$ cat config.mk
export PLATFORM = sky130hd
export DESIGN_NAME = pci_bar_pair
export DESIGN_NICKNAME = d
export VERILOG_FILES = /design/src/rtl/pci_bar_pkg.sv /design/src/rtl/pci_bar_size_decode.sv /design/src/rtl/pci_bar_store.sv /design/src/rtl/pci_bar_read_mux.sv /design/src/rtl/pci_bar_pair.sv
export SDC_FILE = /design/constraint.sdc
export NUM_CORES = 1
export LEC_CHECK = 0
export BUFFER_PORTS_ARGS = -buffer_cell sky130_fd_sc_hd__buf_2
export CELL_PAD_IN_SITES_DETAIL_PLACEMENT = 0
export CELL_PAD_IN_SITES_GLOBAL_PLACEMENT = 1
export CORE_MARGIN = 2
export CORE_UTILIZATION = 26
export DETAILED_ROUTE_END_ITERATION = 8
export GPL_TIMING_DRIVEN = 0
export PLACE_DENSITY = 0.81
export RECOVER_POWER = 50
export SETUP_SLACK_MARGIN = 0.02
export SLEW_MARGIN = 30
export SYNTH_ARGS = -nofsm -noshare
export SYNTH_HDL_FRONTEND = slang
export SYNTH_SLANG_ARGS = --single-unit
$ cat constraint.sdc
create_clock -name clk -period 0.8 [get_ports clk]
set_input_delay 0.08 -clock clk [delete_from_list [all_inputs] [get_ports clk]]
set_output_delay 0.08 -clock clk [all_outputs]
set_load 0.1 [all_outputs]
$ cat src/rtl/pci_bar_pkg.sv
package pci_bar_pkg;

  localparam int BAR_W   = 32;
  localparam int FLAG_W  = 4;
  localparam int FIELD_W = BAR_W - FLAG_W;

  typedef logic [FIELD_W-1:0] field_t;

  // Which register a configuration access targets.
  typedef enum logic {
    SEL_MEM  = 1'b0,
    SEL_CTRL = 1'b1
  } bar_sel_e;

  // Aperture log2 size from a boot code, clamped to the largest size.
  function automatic int size_log2(input int code, input int min_log2,
                                   input int max_log2);
    int c;
    c = code;
    if (c > max_log2 - min_log2) c = max_log2 - min_log2;
    return min_log2 + c;
  endfunction

  // Writable mask over address bits 31:FLAG_W for an aperture of 2**log2.
  function automatic field_t field_mask(input int log2);
    field_t m;
    for (int i = 0; i < FIELD_W; i++) m[i] = ((i + FLAG_W) >= log2);
    return m;
  endfunction

endpackage

$ cat src/rtl/pci_bar_size_decode.sv
module pci_bar_size_decode
  import pci_bar_pkg::*;
#(
  parameter int CODE_W   = 3,
  parameter int MIN_LOG2 = 20,
  parameter int MAX_LOG2 = 26
) (
  input  logic [CODE_W-1:0] size_code,
  output field_t            wr_mask
);

  int bound;

  always_comb bound = size_log2(int'(size_code), MIN_LOG2, MAX_LOG2);

  // One comparator per address bit: writable at and above the boundary.
  for (genvar i = 0; i < FIELD_W; i++) begin : g_bit
    assign wr_mask[i] = ((i + FLAG_W) >= bound);
  end

endmodule

$ cat src/rtl/pci_bar_store.sv
module pci_bar_store
  import pci_bar_pkg::*;
#(
  parameter field_t RESET_VAL = '0
) (
  input  logic   clk,
  input  logic   rst_n,
  input  logic   wr_en,
  input  field_t wdata,
  input  field_t mask,
  output field_t q
);

  // Named events for the checks below.
  logic   hold_evt;
  field_t next_q;

  assign hold_evt = !wr_en;

  always_comb begin
    if (wr_en) next_q = wdata & mask;
    else       next_q = q & mask;
  end

  always_ff @(posedge clk) begin
    if (!rst_n) q <= RESET_VAL;
    else        q <= next_q;
  end

  // bits read-only in a cycle are gone from storage after its edge.
  p_clear_ro_r9: assert property (@(posedge clk) disable iff (!rst_n)
    1'b1 |=> ((q & ~$past(mask)) == '0));

  // without a strobe, no bit that stays writable changes.
  p_hold_r7: assert property (@(posedge clk) disable iff (!rst_n)
    hold_evt |=> ((q & $past(mask)) == ($past(q) & $past(mask))));

endmodule

$ cat src/rtl/pci_bar_read_mux.sv
module pci_bar_read_mux
  import pci_bar_pkg::*;
(
  input  logic             clk,
  input  logic             rst_n,
  input  logic             sel,
  input  field_t           mem_q,
  input  field_t           mem_mask,
  input  logic             mem_pf,
  input  field_t           ctrl_q,
  input  field_t           ctrl_mask,
  output logic [BAR_W-1:0] rdata
);

  logic [FLAG_W-1:0] mem_flags;
  logic [FLAG_W-1:0] ctrl_flags;

  // bit3 prefetch, bits2:1 type 00 (32-bit anywhere), bit0 memory space.
  assign mem_flags  = {mem_pf, 2'b00, 1'b0};
  assign ctrl_flags = 4'b0000;

  always_comb begin
    if (sel == SEL_CTRL) rdata = {ctrl_q & ctrl_mask, ctrl_flags};
    else                 rdata = {mem_q & mem_mask, mem_flags};
  end

  // memory-space, 32-bit relocatable type on every read.
  p_type_fixed_r2: assert property (@(posedge clk) disable iff (!rst_n)
    rdata[2:0] == 3'b000);

  // prefetch bit follows boot input on memory register, 0 on control.
  p_prefetch_r3: assert property (@(posedge clk) disable iff (!rst_n)
    rdata[3] == ((sel == SEL_MEM) && mem_pf));

endmodule

$ cat src/rtl/pci_bar_pair.sv
module pci_bar_pair
  import pci_bar_pkg::*;
#(
  parameter int          CODE_W        = 3,
  parameter int          MEM_MIN_LOG2  = 20,
  parameter int          MEM_MAX_LOG2  = 26,
  parameter int          CTRL_LOG2     = 21,
  parameter logic [31:0] CTRL_RESET    = 32'hEFE0_0000,
  parameter logic [31:0] MEM_RESET     = 32'h0000_0000
) (
  input  logic              clk,
  input  logic              rst_n,
  input  logic              cfg_sel,
  input  logic              cfg_wr,
  input  logic [31:0]       cfg_wdata,
  output logic [31:0]       cfg_rdata,
  input  logic [CODE_W-1:0] boot_size_code,
  input  logic              boot_prefetch
);

  localparam field_t CTRL_MASK  = field_mask(CTRL_LOG2);
  localparam field_t CTRL_RST_F = CTRL_RESET[BAR_W-1:FLAG_W] & CTRL_MASK;
  localparam field_t MEM_RST_F  = MEM_RESET[BAR_W-1:FLAG_W];

  field_t mem_mask;
  field_t mem_q;
  field_t ctrl_q;
  field_t wfield;
  logic   mem_wr_evt;
  logic   ctrl_wr_evt;
  logic   unused_wlow;

  assign wfield      = cfg_wdata[BAR_W-1:FLAG_W];
  assign unused_wlow = ^cfg_wdata[FLAG_W-1:0];
  assign mem_wr_evt  = cfg_wr && (cfg_sel == SEL_MEM);
  assign ctrl_wr_evt = cfg_wr && (cfg_sel == SEL_CTRL);

  pci_bar_size_decode #(
    .CODE_W   (CODE_W),
    .MIN_LOG2 (MEM_MIN_LOG2),
    .MAX_LOG2 (MEM_MAX_LOG2)
  ) u_size (
    .size_code (boot_size_code),
    .wr_mask   (mem_mask)
  );

  pci_bar_store #(.RESET_VAL(MEM_RST_F)) u_mem (
    .clk   (clk),
    .rst_n (rst_n),
    .wr_en (mem_wr_evt),
    .wdata (wfield),
    .mask  (mem_mask),
    .q     (mem_q)
  );

  pci_bar_store #(.RESET_VAL(CTRL_RST_F)) u_ctrl (
    .clk   (clk),
    .rst_n (rst_n),
    .wr_en (ctrl_wr_evt),
    .wdata (wfield),
    .mask  (CTRL_MASK),
    .q     (ctrl_q)
  );

  pci_bar_read_mux u_rd (
    .clk       (clk),
    .rst_n     (rst_n),
    .sel       (cfg_sel),
    .mem_q     (mem_q),
    .mem_mask  (mem_mask),
    .mem_pf    (boot_prefetch),
    .ctrl_q    (ctrl_q),
    .ctrl_mask (CTRL_MASK),
    .rdata     (cfg_rdata)
  );

  // the decoded writable run is left-aligned and contiguous.
  p_mask_contig_r5: assert property (@(posedge clk) disable iff (!rst_n)
    $onehot0(FIELD_W'(~mem_mask + 1'b1)));

  // a control write is visible, masked, on the next cycle's read.
  p_ctrl_write_r6: assert property (@(posedge clk) disable iff (!rst_n)
    ctrl_wr_evt |=> ((cfg_sel != SEL_CTRL) ||
                     (cfg_rdata[BAR_W-1:FLAG_W] ==
                      ($past(wfield) & CTRL_MASK))));

  // a memory write leaves the control base untouched.
  p_isolate_r8: assert property (@(posedge clk) disable iff (!rst_n)
    mem_wr_evt |=> $stable(ctrl_q));

endmodule

; ---- Yosys cells after proc, flatten, opt, wreduce, memory -nomap -nowiden
; Index checks and enable logic that the tools add are counted.
[classes]
add_sub_neg = 1
n_lt_le_gt_ge = 29
n_mux = 3
bitwise_logic = 3
reduce_logical = 2
[op_table]
columns = operator, count
row1 = "6-bit by 32-bit >= comparator with 1-bit output, first input constant", 16
row2 = "5-bit by 32-bit >= comparator with 1-bit output, first input constant", 8
row3 = "4-bit by 32-bit >= comparator with 1-bit output, first input constant", 4
row4 = 28-bit AND, 2
row5 = 32-bit two-way mux, 1
row6 = 28-bit two-way mux, 1
row7 = "5-bit by 3-bit adder with 6-bit output, first input constant", 1
row8 = "3-bit greater-than comparator, second input constant", 1
row9 = 3-bit two-way mux, 1
row10 = 1-bit logical AND, 2
row11 = 1-bit NOT, 1
[word_totals]
reg_bits = 39
inputBits = 40
output_inout_bits = 32
wordCells = 40

; ---- Depth between registers and ports, before layout
; Gate-level depths: netlist of the first run.
[depth]
depth_word = 6
mapped_depth = 5
mapped_depth_nobuf = 3

; ---- Modules after synthesis
; Synthesis of the first run repeated with hierarchy kept, for this count alone.
[hier_totals]
hier_cells = 365
area_unflattened_um2 = 2984.1
[by_module_without_submodules]
columns = mod, instances, cells_per_inst, area_per_inst_um2, seq_area_each_um2
row1 = pci_bar_store at u_ctrl, 1, 118, 1123.6, 560.5
row2 = pci_bar_store at u_mem, 1, 118, 1119.8, 560.5
row3 = pci_bar_read_mux, 1, 95, 513.0, 0.0
row4 = pci_bar_size_decode, 1, 30, 203.9, 0.0
row5 = pci_bar_pair, 1, 4, 23.8, 0.0

; ---- Worst setup path after synthesis of the first run
; OpenSTA, ideal clock, no wires.
[synth_timing]
kind = input port to output port
from = input port boot_size_code[1]
to = output port cfg_rdata[20]
arrival_time_ns = 3.191
t_required_ns = 0.720
slack_ns = -2.471
path_stages = 2
path_buffers = 0
cell_sequence = nor2_1 > nor4bb_1
[synth_via]
elab_chain_cells = 6
[synth_lines]
columns = item, line
row1 = from (decl), pci_bar_pair.sv:17  ; input logic [CODE_W-1:0] boot_size_code,
row2 = 3-bit greater-than comparator, pci_bar_pkg.sv:20  ; if (c > max_log2 - min_log2) c = max_log2 - min_log2;
row3 = 3-bit two-way mux (*), pci_bar_pkg.sv:20
row4 = 5-bit by 3-bit adder with 6-bit output (*), pci_bar_pkg.sv:21  ; return min_log2 + c;
row5 = 6-bit by 32-bit >= comparator with 1-bit output (*), pci_bar_size_decode.sv:18  ; assign wr_mask[i] = ((i + FLAG_W) >= bound);
row6 = 28-bit AND (*), pci_bar_read_mux.sv:24  ; else rdata = {mem_q & mem_mask, mem_flags};
row7 = 32-bit two-way mux (*), pci_bar_read_mux.sv:23  ; if (sel == SEL_CTRL) rdata = {ctrl_q & ctrl_mask, ctrl_flags};
row8 = to (decl), pci_bar_pair.sv:16  ; output logic [31:0] cfg_rdata,
; Mark *: on every way between the ends. The rest lies on a longest branch, timed or not.

; ---- Worst setup path after layout of the first run
[layout_timing]
from = register u_mem.q[16]
to = output port cfg_rdata[20]
[layout_via]
elab_chain_cells = 2
[layout_lines]
columns = item, line
row1 = from (decl), pci_bar_store.sv:11  ; output field_t q
row2 = from (signal assigned), pci_bar_store.sv:27  ; else q <= next_q;
row3 = 28-bit AND, pci_bar_read_mux.sv:24
row4 = 32-bit two-way mux, pci_bar_read_mux.sv:23
; Every way passes these cells.

==> results_dict.tcl, run 1 <==
set metrics [dict create \
    status "finished with violations" \
    violations "negative setup slack" \
    synthCells 152 \
    p_clk_share_pct 20.9 \
    start_util_pct 27.0 \
    netlist.area_leader.share_pct 39.1 \
    fp.dieW_um 71.3 \
    cap_violations 0 \
    cts_root_buf "clkbuf_8" \
    hold_ws_ns 0.0360 \
    dr.first_iter.drc_count 20 \
    hp-start "cfg_wdata[21]" \
    finalClockSkew_ns 0 \
    grt_setup_unrepaired "true" \
    vias_per_cell 4.02 \
    grt.total_usage_pct 11.2 \
    syn_area_um2 1180 \
    max_freq_mhz 868 \
    worstPathArrival_ns 1.07 \
    cts_tree "done" \
    insertion_delay_ns 0.27 \
    hold_violations 0 \
    dp_hpwl_mm 2.03 \
    wire_per_inst_um 10.5 \
    dr.pass1.iters 4 \
    port_buffers 32 \
    setup.reg_to_reg.worst_slack_ns 0.03 \
    dpl_cell_area_um2 1610 \
    yosysSeqAreaShare_pct 39.1 \
    fin_crit_ns 1.15 \
    drtAntennaViolNets 0 \
    post-route-drc-count 0 \
    hold_buffers 0 \
    syn_avg_cell_area_um2 7.74 \
    die_area_um2 5080 \
    criticalPathCategory "reg2out" \
    ys_ff_latch 23 \
    p_seq_share_pct 35.9 \
    grt_pass1_wl_mm 4.38 \
    slew_viol_final 0 \
    max_stage_delay_ns 0.33 \
    synth_warnings 0 \
    worstPathCellList "nor4bb_4 -> buf_6" \
    cp-end-kind "output port" \
    gp_congestion 0.801 \
    hold_path_end "u_ctrl.q[17]" \
    drive_above_1_share_pct 43.5 \
    n_antenna_cell 0 \
    p_leak_nw 0.894 \
    timing.rr.start "u_mem.q[16]" \
    p_per_area_nw_per_um2 1810 \
    cp_top_family "flip-flops" \
    cp_max_fo 2 \
    synthTopCellsByArea "dfxtp_1 (39%), nand2_1 (18%), buf_4 (14%)" \
    clock_sinks 23 \
    antenna_found_initial 0 \
    min_period_over_period_pct 144 \
    start_kind "flop" \
    cts_buffers 3 \
    dp.cells 254 \
    fill_cells 416 \
    final_nets 248 \
    grt_max_degree 14 \
    die_y_um 71.3 \
    power_switching_mw 1.41 \
    via_count 1040 \
    swShare_pct 41.0 \
    holdPathStages 3 \
    slowest_stage "dfxtp_2" \
    clockBufferDepth 2 \
    ir_drop_mv 0.585 \
    clkTransAtPathRegs_ns 0.08 \
    worstRegToRegCells 2 \
    comb_power_share_pct 43.2 \
    hp-class "in2reg" \
    synth_top_cell_by_area "dfxtp_1" \
    io_pins 72 \
    timing.setup.tns_ns -3.65 \
    h-tree-depth 1 \
    synth.distinct_cells 21 \
    wirelength_mm 2.73 \
    area_delta_synth_final_pct 61.0 \
    required_ns 0.72 \
    fp-row-count 24 \
    crit_buf_inv 1 \
    grt_pass1_vias 940 \
    stdcell_count 259 \
    path_depth 2 \
    setup_ws_ns -0.352 \
    grt_overflow 0 \
    reg2reg_to "u_mem.q[16]" \
    fin_area_um2 1890 \
    internal_power_mw 2.02 \
    setup_violations 13 \
    core_area_um2 4350 \
]
stage by stage:
step | setup WS [ns] | utilization [%] | power, mW
final | -0.352 | 43.5 | 3.43
after global routing | -0.413 | 43.5 | 3.57
after floorplan | -0.685 | - | 2.37
after CTS | -0.367 | 43.4 | 3.47
after detailed placement | -0.485 | 36.9 | 2.53
after global placement | -0.503 | 36.9 | 2.52
Yosys cell counts, drive strengths merged:
cell,n
a21boi,7
a21oi,5
a22o,1
and2,1
and4bb,1
buf,25
clkbuf,2
conb,1
dfxtp,23
mux2,6
mux2i,2
nand2,56
nand2b,1
nand3,10
nor2,2
nor2b,2
nor3b,1
nor4bb,1
o21ai,5
power groups by stage:
stage	registers, mW	clock network [mW]	logic (mW)
after global placement	1.25	0	1.27
after CTS	1.23	0.748	1.49
final	1.23	0.716	1.48
after floorplan	1.25	0	1.12
after global routing	1.24	0.787	1.54
after detailed placement	1.26	0	1.27
layout make-up:
class / instances / area, um^2 / area share (%)
multi-input cells: 120 / 707 / 37.3
flip-flops and latches: 23 / 472 / 24.9
repair buffers: 33 / 388 / 20.5
plain buffers: 27 / 215 / 11.4
well taps: 52 / 65.1 / 3.44
clock buffers: 3 / 41.3 / 2.18
clock inverters: 1 / 5.00 / 0.264
metal layers:
metal / part of all wire [%] / up-vias / GRT usage, %
met5: 0 / - / 0
met4: 2.7 / 0 / 7.55
met3: 5.2 / 5 / 1.41
met2: 49 / 32 / 17.9
met1: 43 / 437 / 14.0
li1: - / 566 / -
registers in the layout, summed over array words and instances (netlist names):
signal / cells
u_ctrl.q: 11
u_mem.q: 12
worst max-delay path by stage:
stage,slack (ns),end,from
detailed placement,-0.48,cfg_rdata[20],boot_size_code[1]
global placement,-0.50,cfg_rdata[20],boot_size_code[2]
finish,-0.35,cfg_rdata[20],u_mem.q[16]
floorplan,-0.68,cfg_rdata[20],boot_size_code[1]
CTS,-0.37,cfg_rdata[20],u_mem.q[16]
global route,-0.41,cfg_rdata[20],u_mem.q[16]
placed cells by master (no fill, tap or decap), drive strengths merged:
cell type,netlist,layout
nand3,10,10
dfxtp,23,23
clkbuf,2,6
and4bb,1,1
nand2,56,56
nand2b,1,1
a22o,1,1
mux2i,2,2
o21ai,5,5
mux2,6,6
clkinv,0,1
conb,1,19
nor2b,2,2
nor2,2,2
nor4bb,1,1
nor3b,1,1
buf,25,56
and2,1,1
a21boi,7,7
bufbuf,0,1
a21oi,5,5
worst min-delay path, cell delays in order:
cell,delay (ns)
buf_2,0.09
nand2_1,0.04
nand3_1,0.06
cell families (layout without fill, tap and decap cells):
| family | Yosys count | count (layout) | synth area share [%] |
|---|---|---|---|
| AND/OR/NAND/NOR | 75 | 75 | 27.7 |
| buffers and inverters | 27 | 64 | 16.0 |
| flip-flops | 23 | 23 | 39.1 |
| AO/OA/AOI/OAI | 18 | 18 | 9.47 |
| multiplexers | 8 | 8 | 7.45 |
| other | 1 | 19 | 0.319 |
what timing repair did:
action                                  in CTS  in global routing
gates cloned                                 1                  0
endpoints found under the setup margin      13                 14
pin swaps                                    5                  0
buffers inserted                             0                  0
resized for setup                           57                  4
No activity file was read; power rests on OpenSTA's default activity.
==> inputs of run 2 (changes only) <==
BUFFER_PORTS_ARGS = -buffer_cell sky130_fd_sc_hd__clkbuf_2   (was -buffer_cell sky130_fd_sc_hd__buf_2)
RECOVER_POWER = 100   (was 50)
==> run 2 against run 1 <==
Effect of this change: the run still ends with negative setup slack left; first-iteration DRC count rose by 35%; final cell count rose by 0.39%; flip-flop and latch count did not move; via count fell by 0.58%; clock skew did not move; combinational power barely moved.
==> results_dict.tcl, run 2 (synthesized netlist as in run 1, its figures left out) <==
set metrics [dict create \
    status "finished with violations" \
    violations "negative setup slack" \
    crit_end "cfg_rdata[20]" \
    p_per_area_nw_per_um2 1770 \
    reg_top3 "u_mem.q x12, u_ctrl.q x11" \
    final_cell_mix "nand2_1 (52), buf_4 (21), conb_1 (19)" \
    ir_drop_mv 0.656 \
    cts_root_buf "clkbuf_8" \
    largest_register "u_mem.q" \
    internal_power_mw 2.05 \
    finalClockSkew_ns 0 \
    core_area_um2 4350 \
    port_buffers 32 \
    drtAntennaViolNets 0 \
    power_switching_mw 1.39 \
    max_stage_delay_ns 0.33 \
    start_kind "flop" \
    required_ns 0.72 \
    cp_top_family "flip-flops" \
    grt_pass1_wl_mm 4.42 \
    dr.pass1.iters 4 \
    drive_above_1_share_pct 42.3 \
    start_util_pct 27.0 \
    setup.reg_to_reg.worst_slack_ns 0.01 \
    met3_usage_pct 2.11 \
    swShare_pct 40.4 \
    crit_buf_inv 1 \
    hold_buffers 0 \
    die_area_um2 5080 \
    max_freq_mhz 881 \
    grt.total_usage_pct 10.9 \
    grt_overflow 0 \
    cap_violations 0 \
    timing.setup.tns_ns -3.85 \
    wire_per_inst_um 10.7 \
    slowest_stage "dfxtp_2" \
    worstRegToRegCells 2 \
    vias_per_cell 3.98 \
    die_y_um 71.3 \
    worstPathCellList "nor4bb_4 -> buf_8" \
    hold_violations 0 \
    p_leak_nw 0.924 \
    fin_area_um2 1950 \
    hp-class "in2reg" \
    criticalPathCategory "reg2out" \
    dr.first_iter.drc_count 27 \
    grt_use_met2_pct 18.1 \
    reg2reg_to "u_mem.q[16]" \
    h-tree-depth 1 \
    startpoint "u_mem.q[16]" \
    clockBufferDepth 2 \
    dp_hpwl_mm 2.00 \
    setup_ws_ns -0.335 \
    grt_max_degree 13 \
    area_delta_synth_final_pct 65.4 \
    p_clk_share_pct 20.5 \
    n_antenna_cell 0 \
    wirelength_mm 2.78 \
    final_nets 249 \
    hold_ws_ns 0.0500 \
    cp-end-kind "output port" \
    gp_congestion 0.798 \
    timing.rr.start "u_mem.q[16]" \
    comb_power_share_pct 43.6 \
    slew_viol_final 0 \
    fp.dieW_um 71.3 \
    fp-row-count 24 \
    worstPathArrival_ns 1.06 \
    io_pins 72 \
    grt_pass1_vias 990 \
    path_depth 2 \
    clkTransAtPathRegs_ns 0.08 \
    p_seq_share_pct 35.8 \
    stdcell_count 260 \
    use_met1_pct 13.8 \
    via_count 1034 \
    insertion_delay_ns 0.25 \
    dpl_cell_area_um2 1610 \
    cts_tree "done" \
    fin_crit_ns 1.14 \
    clock_sinks 23 \
    fill_cells 428 \
    post-route-drc-count 0 \
    setup_violations 13 \
    dp.cells 254 \
    cts_buffers 3 \
    min_period_over_period_pct 142 \
    gr-max-usage-layer "met2" \
    final_common_cell "nand2_1" \
    largest_register_ffs 12 \
    grt_setup_unrepaired "true" \
    cp_max_fo 2 \
    antenna_found_initial 0 \
]
run 2: power groups by stage:
stage          Sequential (mW)  Combinational, mW  Clock [mW]
2_1_floorplan             1.25               1.12           0
4_1_cts                   1.23               1.51       0.724
6_report                  1.23               1.50       0.705
5_1_grt                   1.24               1.56       0.778
3_3_place_gp              1.25               1.27           0
3_5_place_dp              1.26               1.27           0
run 2: worst min-delay path by stage:
stage	cells after the start	end	startpoint
after global routing	3	u_mem.q[20]	cfg_wdata[24]
after CTS	3	u_mem.q[20]	cfg_wdata[24]
final	3	u_mem.q[20]	cfg_wdata[24]
after floorplan	1	u_mem.q[19]	boot_size_code[2]
after global placement	3	u_ctrl.q[23]	cfg_wdata[27]
after detailed placement	3	u_ctrl.q[22]	cfg_wdata[26]
run 2: cell type report:
type	count	area, um^2	share of cell area (%)
clock buffer	4	45.0	2.32
buffer	27	215	11.1
sequential	23	470	24.2
multi-input combinational	120	707	36.3
timing repair buffer	34	443	22.8
tap	52	65.1	3.34
run 2: metal layers:
| layer | vias up | routed length [um] |
|---|---|---|
| li1 | 564 | - |
| met1 | 431 | 1230 |
| met2 | 35 | 1330 |
| met3 | 4 | 173 |
| met4 | 0 | 47 |
| met5 | - | 0 |
run 2: through the flow:
stage	total power, mW	worst slack [ns]	util, %
floorplan	2.37	-0.685	-
global placement	2.52	-0.543	36.9
detailed placement	2.53	-0.515	36.9
CTS	3.47	-0.368	45.0
global route	3.57	-0.387	44.7
finish	3.43	-0.335	44.7
run 2: what timing repair did:
action / CTS / global route
cloned: 1 / 0
setup endpoints to repair: 13 / 20
pin swaps: 5 / 0
buffers inserted: 0 / 1
resized for setup: 45 / 6
run 2: tightest hold or removal path: cells and delay by family:
family | cells | cell delay, ns
buffers and inverters | 1 | 0.09
and+or+nand+nor | 1 | 0.05
AOI/OAI and AO/OA | 1 | 0.05
==> inputs of run 3 (changes only) <==
CORE_ASPECT_RATIO = 0.6   (was unset)
==> run 3 against run 2 <==
Effect of this change: combinational power about the same; largest cell class is now buffers; sequential power about the same; flip-flop and latch count unchanged; design area increased by 3.1%; fmax decreased by 1.3%; the run still ends with negative setup slack left.
==> results_dict.tcl, run 3 (synthesized netlist as in run 1, its figures left out) <==
set metrics [dict create \
    status "finished with violations" \
    violations "negative setup slack" \
    slew_viol_final 0 \
    grt_overflow 0 \
    hold_violations 0 \
    setup_ws_ns -0.351 \
    hold_buffers 0 \
    cts_tree "done" \
    stdcell_count 271 \
    largest_register "u_mem.q" \
    post-route-drc-count 0 \
    antenna_found_initial 0 \
    start_util_pct 27.8 \
    drive_above_1_share_pct 44.1 \
    dp.cells 262 \
    clockBufferDepth 2 \
    ir_drop_mv 0.748 \
    grt_pass1_wl_mm 4.87 \
    required_ns 0.72 \
    fp.dieW_um 90.8 \
    area_delta_synth_final_pct 70.5 \
    cp-end-kind "output port" \
    dpl_cell_area_um2 1620 \
    wire_per_inst_um 11.6 \
    final_cell_mix "nand2_1 (52), buf_4 (22), conb_1 (19)" \
    grt_setup_unrepaired "true" \
    clkTransAtPathRegs_ns 0.08 \
    fin_crit_ns 1.15 \
    hp-class "in2reg" \
    setup.reg_to_reg.worst_slack_ns 0.03 \
    cts_root_buf "clkbuf_8" \
    final_nets 252 \
    p_per_area_nw_per_um2 1740 \
    utilization_pct 47.4 \
    grt_pass1_vias 1014 \
    cap_violations 0 \
    grt.total_usage_pct 12.5 \
    vias_per_cell 3.98 \
    wirelength_mm 3.16 \
    io_pins 72 \
    p_clk_share_pct 21.1 \
    max_freq_mhz 869 \
    swShare_pct 41.1 \
    dp_hpwl_mm 2.23 \
    min_period_over_period_pct 144 \
    cp_max_fo 2 \
    core_area_um2 4230 \
    internal_power_mw 2.06 \
    dr.pass1.iters 4 \
    die_y_um 56.1 \
    grt_max_degree 14 \
    criticalPathCategory "reg2out" \
    die_area_um2 5100 \
    dr.first_iter.drc_count 37 \
    largest_register_ffs 12 \
    p_leak_nw 0.957 \
    fin_area_um2 2010 \
    start_kind "flop" \
    comb_power_share_pct 43.7 \
    drtAntennaViolNets 0 \
    clock_sinks 23 \
    p_seq_share_pct 35.2 \
    finalClockSkew_ns 0 \
    gp_congestion 0.740 \
    cts_buffers 3 \
    port_buffers 32 \
    worstPathArrival_ns 1.07 \
    reg_top3 "u_mem.q x12, u_ctrl.q x11" \
    fp-row-count 18 \
    power_switching_mw 1.44 \
    via_count 1078 \
    final_common_cell "nand2_1" \
    n_antenna_cell 0 \
    setup_violations 13 \
    insertion_delay_ns 0.27 \
    h-tree-depth 1 \
]
[run 3: per-layer routing]
metal,GRT usage [%],vias to the layer above,part of all wire [%]
met1,16.8,466,52
met4,3.25,0,0.51
li1,-,574,-
met5,0,-,0
met3,5.01,2,6.5
met2,18.6,36,41
[run 3: path summary, 6_finish.rpt]
kind                            cells past startpoint       endpoint     startpoint
worst max-delay path                                2  cfg_rdata[20]    u_mem.q[16]
worst min-delay path                                3    u_mem.q[18]  cfg_wdata[22]
worst min register to register                      2    u_mem.q[18]    u_mem.q[18]
worst max register to register                      2    u_mem.q[16]    u_mem.q[16]
[run 3: area by class of cell]
type | count | area, um^2
fill | 451 | 2230
multi-input combinational | 120 | 704
timing repair buffer | 37 | 495
sequential | 23 | 472
buffer | 27 | 213
tap | 60 | 75.1
clock buffer | 3 | 41.3
clock inverter | 1 | 5.00
[run 3: worst max-delay path, cell delays in order (launching register included)]
cell      delay [ns]
dfxtp_2         0.33
nor4bb_4        0.23
buf_8           0.24
[run 3: metrics by stage]
step | setup WS [ns] | TNS [ns] | power [mW] | hold WS [ns]
after floorplan | -0.685 | -1.69 | 2.37 | 0.156
after global routing | -0.415 | -5.02 | 3.64 | 0.0330
final | -0.351 | -4.07 | 3.50 | 0.0358
after detailed placement | -0.497 | -7.87 | 2.53 | 0.316
after CTS | -0.381 | -4.16 | 3.51 | 0.0303
after global placement | -0.499 | -7.73 | 2.53 | 0.310
[run 3: what timing repair did]
item	in CTS	in global routing
pin swaps	6	0
cloned	1	1
endpoints found under the setup margin	14	17
setup buffers	0	3
resized for setup	46	5
[run 3: power by group through the flow]
stage	Sequential [mW]	Clock [mW]	Combinational [mW]
2_1_floorplan	1.25	0	1.12
3_3_place_gp	1.26	0	1.27
3_5_place_dp	1.26	0	1.28
4_1_cts	1.23	0.760	1.52
5_1_grt	1.24	0.812	1.59
6_report	1.23	0.737	1.53
